## config.mk

```make
export PLATFORM = sky130hd
export DESIGN_NAME = trig_conditioner
export DESIGN_NICKNAME = d
export VERILOG_FILES = /design/src/rtl/trig_conditioner.sv
export SDC_FILE = /design/constraint.sdc
export NUM_CORES = 1
export LEC_CHECK = 0
export BUFFER_PORTS_ARGS = -buffer_cell sky130_fd_sc_hd__buf_2
export CAP_MARGIN = 20
export CELL_PAD_IN_SITES_DETAIL_PLACEMENT = 0
export CELL_PAD_IN_SITES_GLOBAL_PLACEMENT = 1
export CORE_MARGIN = 3
export CORE_UTILIZATION = 50
export CTS_BUF_LIST = sky130_fd_sc_hd__clkbuf_4
export DETAILED_ROUTE_END_ITERATION = 16
export GPL_TIMING_DRIVEN = 0
export PLACE_DENSITY_LB_ADDON = 0.15
export REMOVE_ABC_BUFFERS = 1
export SLEW_MARGIN = 20
export SYNTH_ARGS = -nofsm -noshare
export SYNTH_HDL_FRONTEND = slang
export SYNTH_SLANG_ARGS = --single-unit
export TNS_END_PERCENT = 30
```

## constraint.sdc

```tcl
create_clock -name clk -period 8.2 [get_ports clk]
set_input_delay 1.64 -clock clk [delete_from_list [all_inputs] [get_ports clk]]
set_output_delay 1.64 -clock clk [all_outputs]
set_load 0.05 [all_outputs]
```

## src/rtl/trig_conditioner.sv

```systemverilog
module trig_conditioner #(
  parameter int RUN_W = 4,
  parameter int DIV_W = 5,
  parameter int PSC_W = 2
) (
  input  logic       clk,
  input  logic       rst_n,
  input  logic       dts_en,
  input  logic       trig_raw,
  input  logic [1:0] psc_sel,
  input  logic [3:0] flt_code,
  output logic       trig_lvl,
  output logic       trig_rise
);

  logic             sync_a, sync_b, sync_b_d;
  logic [1:0]       psc_q;
  logic [3:0]       code_q;
  logic             cfg_chg;
  logic [PSC_W-1:0] psc_cnt, psc_last;
  logic             psc_out;
  logic             pre_sig;
  logic [DIV_W-1:0] div_cnt, div_lim;
  logic [RUN_W-1:0] run_cnt, run_n;
  logic             fast, strobe;
  logic             lvl_q, lvl_d;

  always_ff @(posedge clk) begin
    if (!rst_n) begin
      sync_a   <= 1'b0;
      sync_b   <= 1'b0;
      sync_b_d <= 1'b0;
      psc_q    <= '0;
      code_q   <= '0;
    end else begin
      sync_a   <= trig_raw;
      sync_b   <= sync_a;
      sync_b_d <= sync_b;
      psc_q    <= psc_sel;
      code_q   <= flt_code;
    end
  end

  assign cfg_chg = (psc_sel != psc_q) || (flt_code != code_q);

  always_comb begin
    case (psc_sel)
      2'd2:    psc_last = PSC_W'(1);
      2'd3:    psc_last = PSC_W'(3);
      default: psc_last = '0;
    endcase
  end

  always_ff @(posedge clk) begin
    if (!rst_n) begin
      psc_cnt <= '0;
      psc_out <= 1'b0;
    end else if (cfg_chg) begin
      psc_cnt <= '0;
    end else if (psc_sel != 2'd0 && sync_b && !sync_b_d) begin
      if (psc_cnt == psc_last) begin
        psc_cnt <= '0;
        psc_out <= ~psc_out;
      end else begin
        psc_cnt <= psc_cnt + 1'b1;
      end
    end
  end

  assign pre_sig = (psc_sel == 2'd0) ? sync_b : psc_out;

  always_comb begin
    div_lim = '0;
    run_n   = RUN_W'(8);
    case (flt_code)
      4'd0:  run_n = RUN_W'(1);
      4'd1:  run_n = RUN_W'(2);
      4'd2:  run_n = RUN_W'(4);
      4'd3:  run_n = RUN_W'(8);
      4'd4:  begin div_lim = DIV_W'(1);  run_n = RUN_W'(6); end
      4'd5:  begin div_lim = DIV_W'(1);  run_n = RUN_W'(8); end
      4'd6:  begin div_lim = DIV_W'(3);  run_n = RUN_W'(6); end
      4'd7:  begin div_lim = DIV_W'(3);  run_n = RUN_W'(8); end
      4'd8:  begin div_lim = DIV_W'(7);  run_n = RUN_W'(6); end
      4'd9:  begin div_lim = DIV_W'(7);  run_n = RUN_W'(8); end
      4'd10: begin div_lim = DIV_W'(15); run_n = RUN_W'(5); end
      4'd11: begin div_lim = DIV_W'(15); run_n = RUN_W'(6); end
      4'd12: begin div_lim = DIV_W'(15); run_n = RUN_W'(8); end
      4'd13: begin div_lim = DIV_W'(31); run_n = RUN_W'(5); end
      4'd14: begin div_lim = DIV_W'(31); run_n = RUN_W'(6); end
      default: begin div_lim = DIV_W'(31); run_n = RUN_W'(8); end
    endcase
  end

  assign fast   = (flt_code != 4'd0) && (flt_code < 4'd4);
  assign strobe = fast || (dts_en && div_cnt == div_lim);

  always_ff @(posedge clk) begin
    if (!rst_n || cfg_chg)
      div_cnt <= '0;
    else if (dts_en)
      div_cnt <= (div_cnt == div_lim) ? '0 : div_cnt + 1'b1;
  end

  always_ff @(posedge clk) begin
    if (!rst_n) begin
      run_cnt <= '0;
      lvl_q   <= 1'b0;
    end else if (cfg_chg) begin
      run_cnt <= '0;
    end else if (strobe) begin
      if (pre_sig == lvl_q) begin
        run_cnt <= '0;
      end else if ({1'b0, run_cnt} + 1'b1 >= {1'b0, run_n}) begin
        run_cnt <= '0;
        lvl_q   <= ~lvl_q;
      end else begin
        run_cnt <= run_cnt + 1'b1;
      end
    end
  end

  always_ff @(posedge clk) begin
    if (!rst_n) lvl_d <= 1'b0;
    else        lvl_d <= lvl_q;
  end

  assign trig_lvl  = lvl_q;
  assign trig_rise = lvl_q & ~lvl_d;

endmodule


```

==> tab_implementation.tex <==
\begin{tabular}{lr}
\hline
Metric & Value \\
\hline
\multicolumn{2}{l}{\textbf{Power}} \\
\quad Total power per unit cell area & 137.1 nW/um2 \\
\quad Worst IR drop on VDD & 0.08094 mV \\
\quad Leakage & 0.5465 nW \\
\multicolumn{2}{l}{\textbf{Routing}} \\
\quad DRT Pass-1 Iters & 5 \\
\quad Number of design-rule violations left by the first detailed-router iteration & 33 \\
\quad Antenna-violating nets left & 0 \\
\quad Drt wl/cell & 12.89 um \\
\quad Number of vias in the routed layout & 1,053 \\
\quad Number of vias per cell & 5.513 \\
\quad DRT Wirelength & 2462 um \\
\quad DRC errors left & 0 \\
\multicolumn{2}{l}{\textbf{CTS}} \\
\quad CTS Root Buffer Type & clkbuf\_4 \\
\quad Sinks on the clock net & 23 \\
\quad Maximum clock path buffer count & 2 \\
\quad Cells resized by post-CTS repair & 0 \\
\quad Clock input transition at the sequential cells of the worst setup and hold paths & 0.13 ns \\
\quad Hold Buf Count CTS & 0 \\
\quad Buffer count from post-CTS setup fixing & 0 \\
\quad CTS tree & done \\
\quad Clock network latency to the later pin of the worst-skew pair & 0.31 ns \\
\quad Number of buffers added by the clock tree synthesis step & 3 \\
\quad Number of H-tree levels & 1 \\
\multicolumn{2}{l}{\textbf{Yosys}} \\
\quad Warning count from the yosys run & 0 \\
\quad Mapped cell area & 1350 um2 \\
\quad Cells after Synth & 153 \\
\quad Sequential-to-total area share from yosys stat & 0.3411 \\
\quad Synth unique cells & 40 \\
\quad Register bit count reported by yosys & 23 \\
\quad Average size of a mapped cell & 8.824 um2 \\
\multicolumn{2}{l}{\textbf{Global route}} \\
\quad Largest net degree at the start of global routing & 16 \\
\quad Layer with the highest usage after global routing & met2 \\
\quad M3 GR Usage & 0.02895 \\
\quad Global-route usage over all layers & 0.1708 \\
\quad Number of global-route vias before repair & 984 \\
\quad Number of antenna violations at the first check in global routing & 0 \\
\quad Wire length of the first global-routing pass & 4498 um \\
\quad Met2 track utilization from global routing & 0.2710 \\
\quad Grt total ovfl & 0 \\
\quad Met1 global-route usage & 0.2300 \\
\multicolumn{2}{l}{\textbf{Final layout}} \\
\quad \# fillers & 232 \\
\quad Antenna Diode Count & 0 \\
\quad Final std cells w/o fill & 191 \\
\quad Layout Utilization & 0.5724 \\
\quad Number of nets in the finished design & 178 \\
\quad Area overhead of the layout relative to synthesis & 6.951\% \\
\quad Commonest cells after routing, fill and taps aside & dfxtp\_1 (23), nor2\_1 (14), and2\_1 (12) \\
\quad Most frequent standard cell in the layout excluding fill and tap cells & dfxtp\_1 \\
\quad Layout cells sized above 1 & 0.1366 \\
\quad Footprint of the flip-flops and latches & 460.4 um2 \\
\quad Multi-input logic area & 853.3 um2 \\
\multicolumn{2}{l}{\textbf{Worst hold path}} \\
\quad Type of the worst min-delay path & register to register \\
\multicolumn{2}{l}{\textbf{Setup path}} \\
\quad Arrival time reported for the critical path endpoint & 4.07 ns \\
\quad WS Path Type & primary input to register \\
\quad Worst Setup End Kind & register \\
\quad Delay contributed by the slowest stage of the critical path & 0.35 ns \\
\quad Cell with the largest stage delay on the worst path & or2\_2 \\
\quad Launching element type of the critical path & primary input \\
\quad Data required time at the worst endpoint & 8.45 ns \\
\quad CP max FO & 15 \\
\quad List of cells traversed by the critical path & buf\_2 -> and2\_1 -> a21oi\_1 -> o2bb2ai\_1 -> ha\_1 -> nand2b\_1 -> a211oi\_1 -> o221ai\_1 -> or2\_2 -> a21bo\_2 -> a21oi\_1 \\
\quad Top cell by count, worst path & a21oi\_1 \\
\multicolumn{2}{l}{\textbf{Timing}} \\
\quad Actual slew at the worst max-slew pin & 0.5438 ns \\
\quad Setup-violating endpoint count in the final report & 0 \\
\quad Worst slew margin relative to its limit & 0.6347 \\
\quad Max Fclk & 261.9 MHz \\
\quad Min Clock Period, post-route & 3.818 ns \\
\quad Setup repair after global routing missed its margin & no \\
\quad Slack of the critical path & 4.382 ns \\
\quad Aggregate negative setup slack & 0 ns \\
\quad Final period util & 0.4656 \\
\quad Final-report max-slew violation count & 0 \\
\quad Final number of hold-violating endpoints & 0 \\
\quad Clock Skew & 0.005780 ns \\
\multicolumn{2}{l}{\textbf{Placement}} \\
\quad HPWL reported at the end of detailed placement & 1830 um \\
\quad Final GP Congestion & 0.8576 \\
\quad Worst setup slack after placement & 4.067 ns \\
\quad Number of placed instances, taps included & 187 \\
\quad Number of input and output port buffers inserted & 11 \\
\multicolumn{2}{l}{\textbf{Die}} \\
\quad Standard cell core area & 2522 um2 \\
\quad Top-level I/O count & 12 \\
\quad Vertical die dimension & 57.96 um \\
\quad Initial Utilization & 0.5352 \\
\quad Number of placement rows & 18 \\
\quad Total Die Area & 3359 um2 \\
\quad Die outline width & 57.96 um \\
\multicolumn{2}{l}{\textbf{Run status}} \\
\quad Result of the run & finished clean \\
\multicolumn{2}{l}{\textbf{Run}} \\
\quad Max Cap Violations & 0 \\
\hline
\end{tabular}
-- cells by family after synthesis --
group / synth area share
AND/OR/NAND/NOR: 0.2567
AO/OA/AOI/OAI: 0.1400
flip-flops: 0.3411
XOR/XNOR: 0.1168
buffers and inverters: 0.02687
multiplexers: 0.06302
adder cells (fa/ha/maj): 0.05561
-- Yosys cell counts --
master	number	area [um2]
inv_1	2	7.510
a22oi_1	1	7.510
xnor2_1	9	78.83
clkbuf_1	3	11.26
or3b_1	2	17.52
and2_1	12	75.07
nand4b_1	1	8.760
mux2_1	1	11.26
nor3b_1	2	15.01
nor2b_1	6	37.54
or2_2	1	6.260
dfxtp_1	23	460.4
buf_1	2	7.510
a211oi_1	1	7.510
o211ai_1	1	7.510
mux2i_1	4	40.04
a21boi_0	1	7.510
mux2_2	3	33.78
and3_1	2	12.51
nand3_2	1	10.01
a21bo_2	1	10.01
clkbuf_2	1	5.000
o32ai_4	1	27.53
nand3_1	3	15.01
xor2_1	9	78.83
buf_2	1	5.000
a221o_1	1	10.01
o2bb2ai_1	1	8.760
a31oi_1	2	12.51
nor2_1	14	52.55
a21oi_1	5	25.02
o31a_1	1	8.760
o221ai_1	1	8.760
o31ai_1	1	7.510
ha_1	6	75.07
nand4_1	3	18.77
nand2_1	7	26.28
nand2b_1	5	31.28
o21ai_0	8	40.04
nor3_1	4	20.02
-- flip-flops by register name, summed over array words and instances (netlist names), 2 cells and up --
signal	cells
div_cnt	5
run_cnt	4
psc_cnt	2
code_q	4
psc_q	2
-- critical path: cells and delay by family --
kind	cells	cell delay [ns]
adder cells (fa/ha/maj)	1	0.24
AO/OA/AOI/OAI	6	1.18
buffers and inverters	1	0.28
AND/OR/NAND/NOR	3	0.73
-- power breakdown --
group / switching, W / internal, W / leakage, nW
Clock: 0.0000340 / 0.0000223 / 0.0184
Combinational: 0.0000150 / 0.0000118 / 0.341
Sequential: 0.000000900 / 0.000114 / 0.187
Total: 0.0000499 / 0.000148 / 0.546
-- through the flow --
stage	area [um2]	power (W)	hold slack, ns
finish	1444	0.0001979	0.4825
global route	1444	0.0002083	0.5067
CTS	1444	0.0001992	0.4789
detailed placement	1414	0.0001442	0.4467
global placement	1414	0.0001430	0.4276
floorplan	1321	0.0001334	0.4118
-- worst paths after layout --
kind | end | from | slack, ns | depth (start not counted)
max | run_cnt[2] | flt_code[2] | 4.38 | 11
min | sync_b | sync_a | 0.48 | 1
max reg2reg | run_cnt[2] | run_cnt[0] | 5.83 | 8
min reg2reg | sync_b | sync_a | 0.48 | 1
-- per-layer routing --
metal	wire (um)	vias up
met1	1209	487
met3	60	4
met2	1165	13
li1	-	549
met4	27	0
met5	0	-
-- area by class of cell --
class	instances	area share
inverter	2	0.005199
timing repair buffer	11	0.03813
clock buffer	4	0.02080
tap	30	0.02600
multi-input combinational	121	0.5910
sequential	23	0.3189
Note: power is estimated with default switching activity, not from simulation.
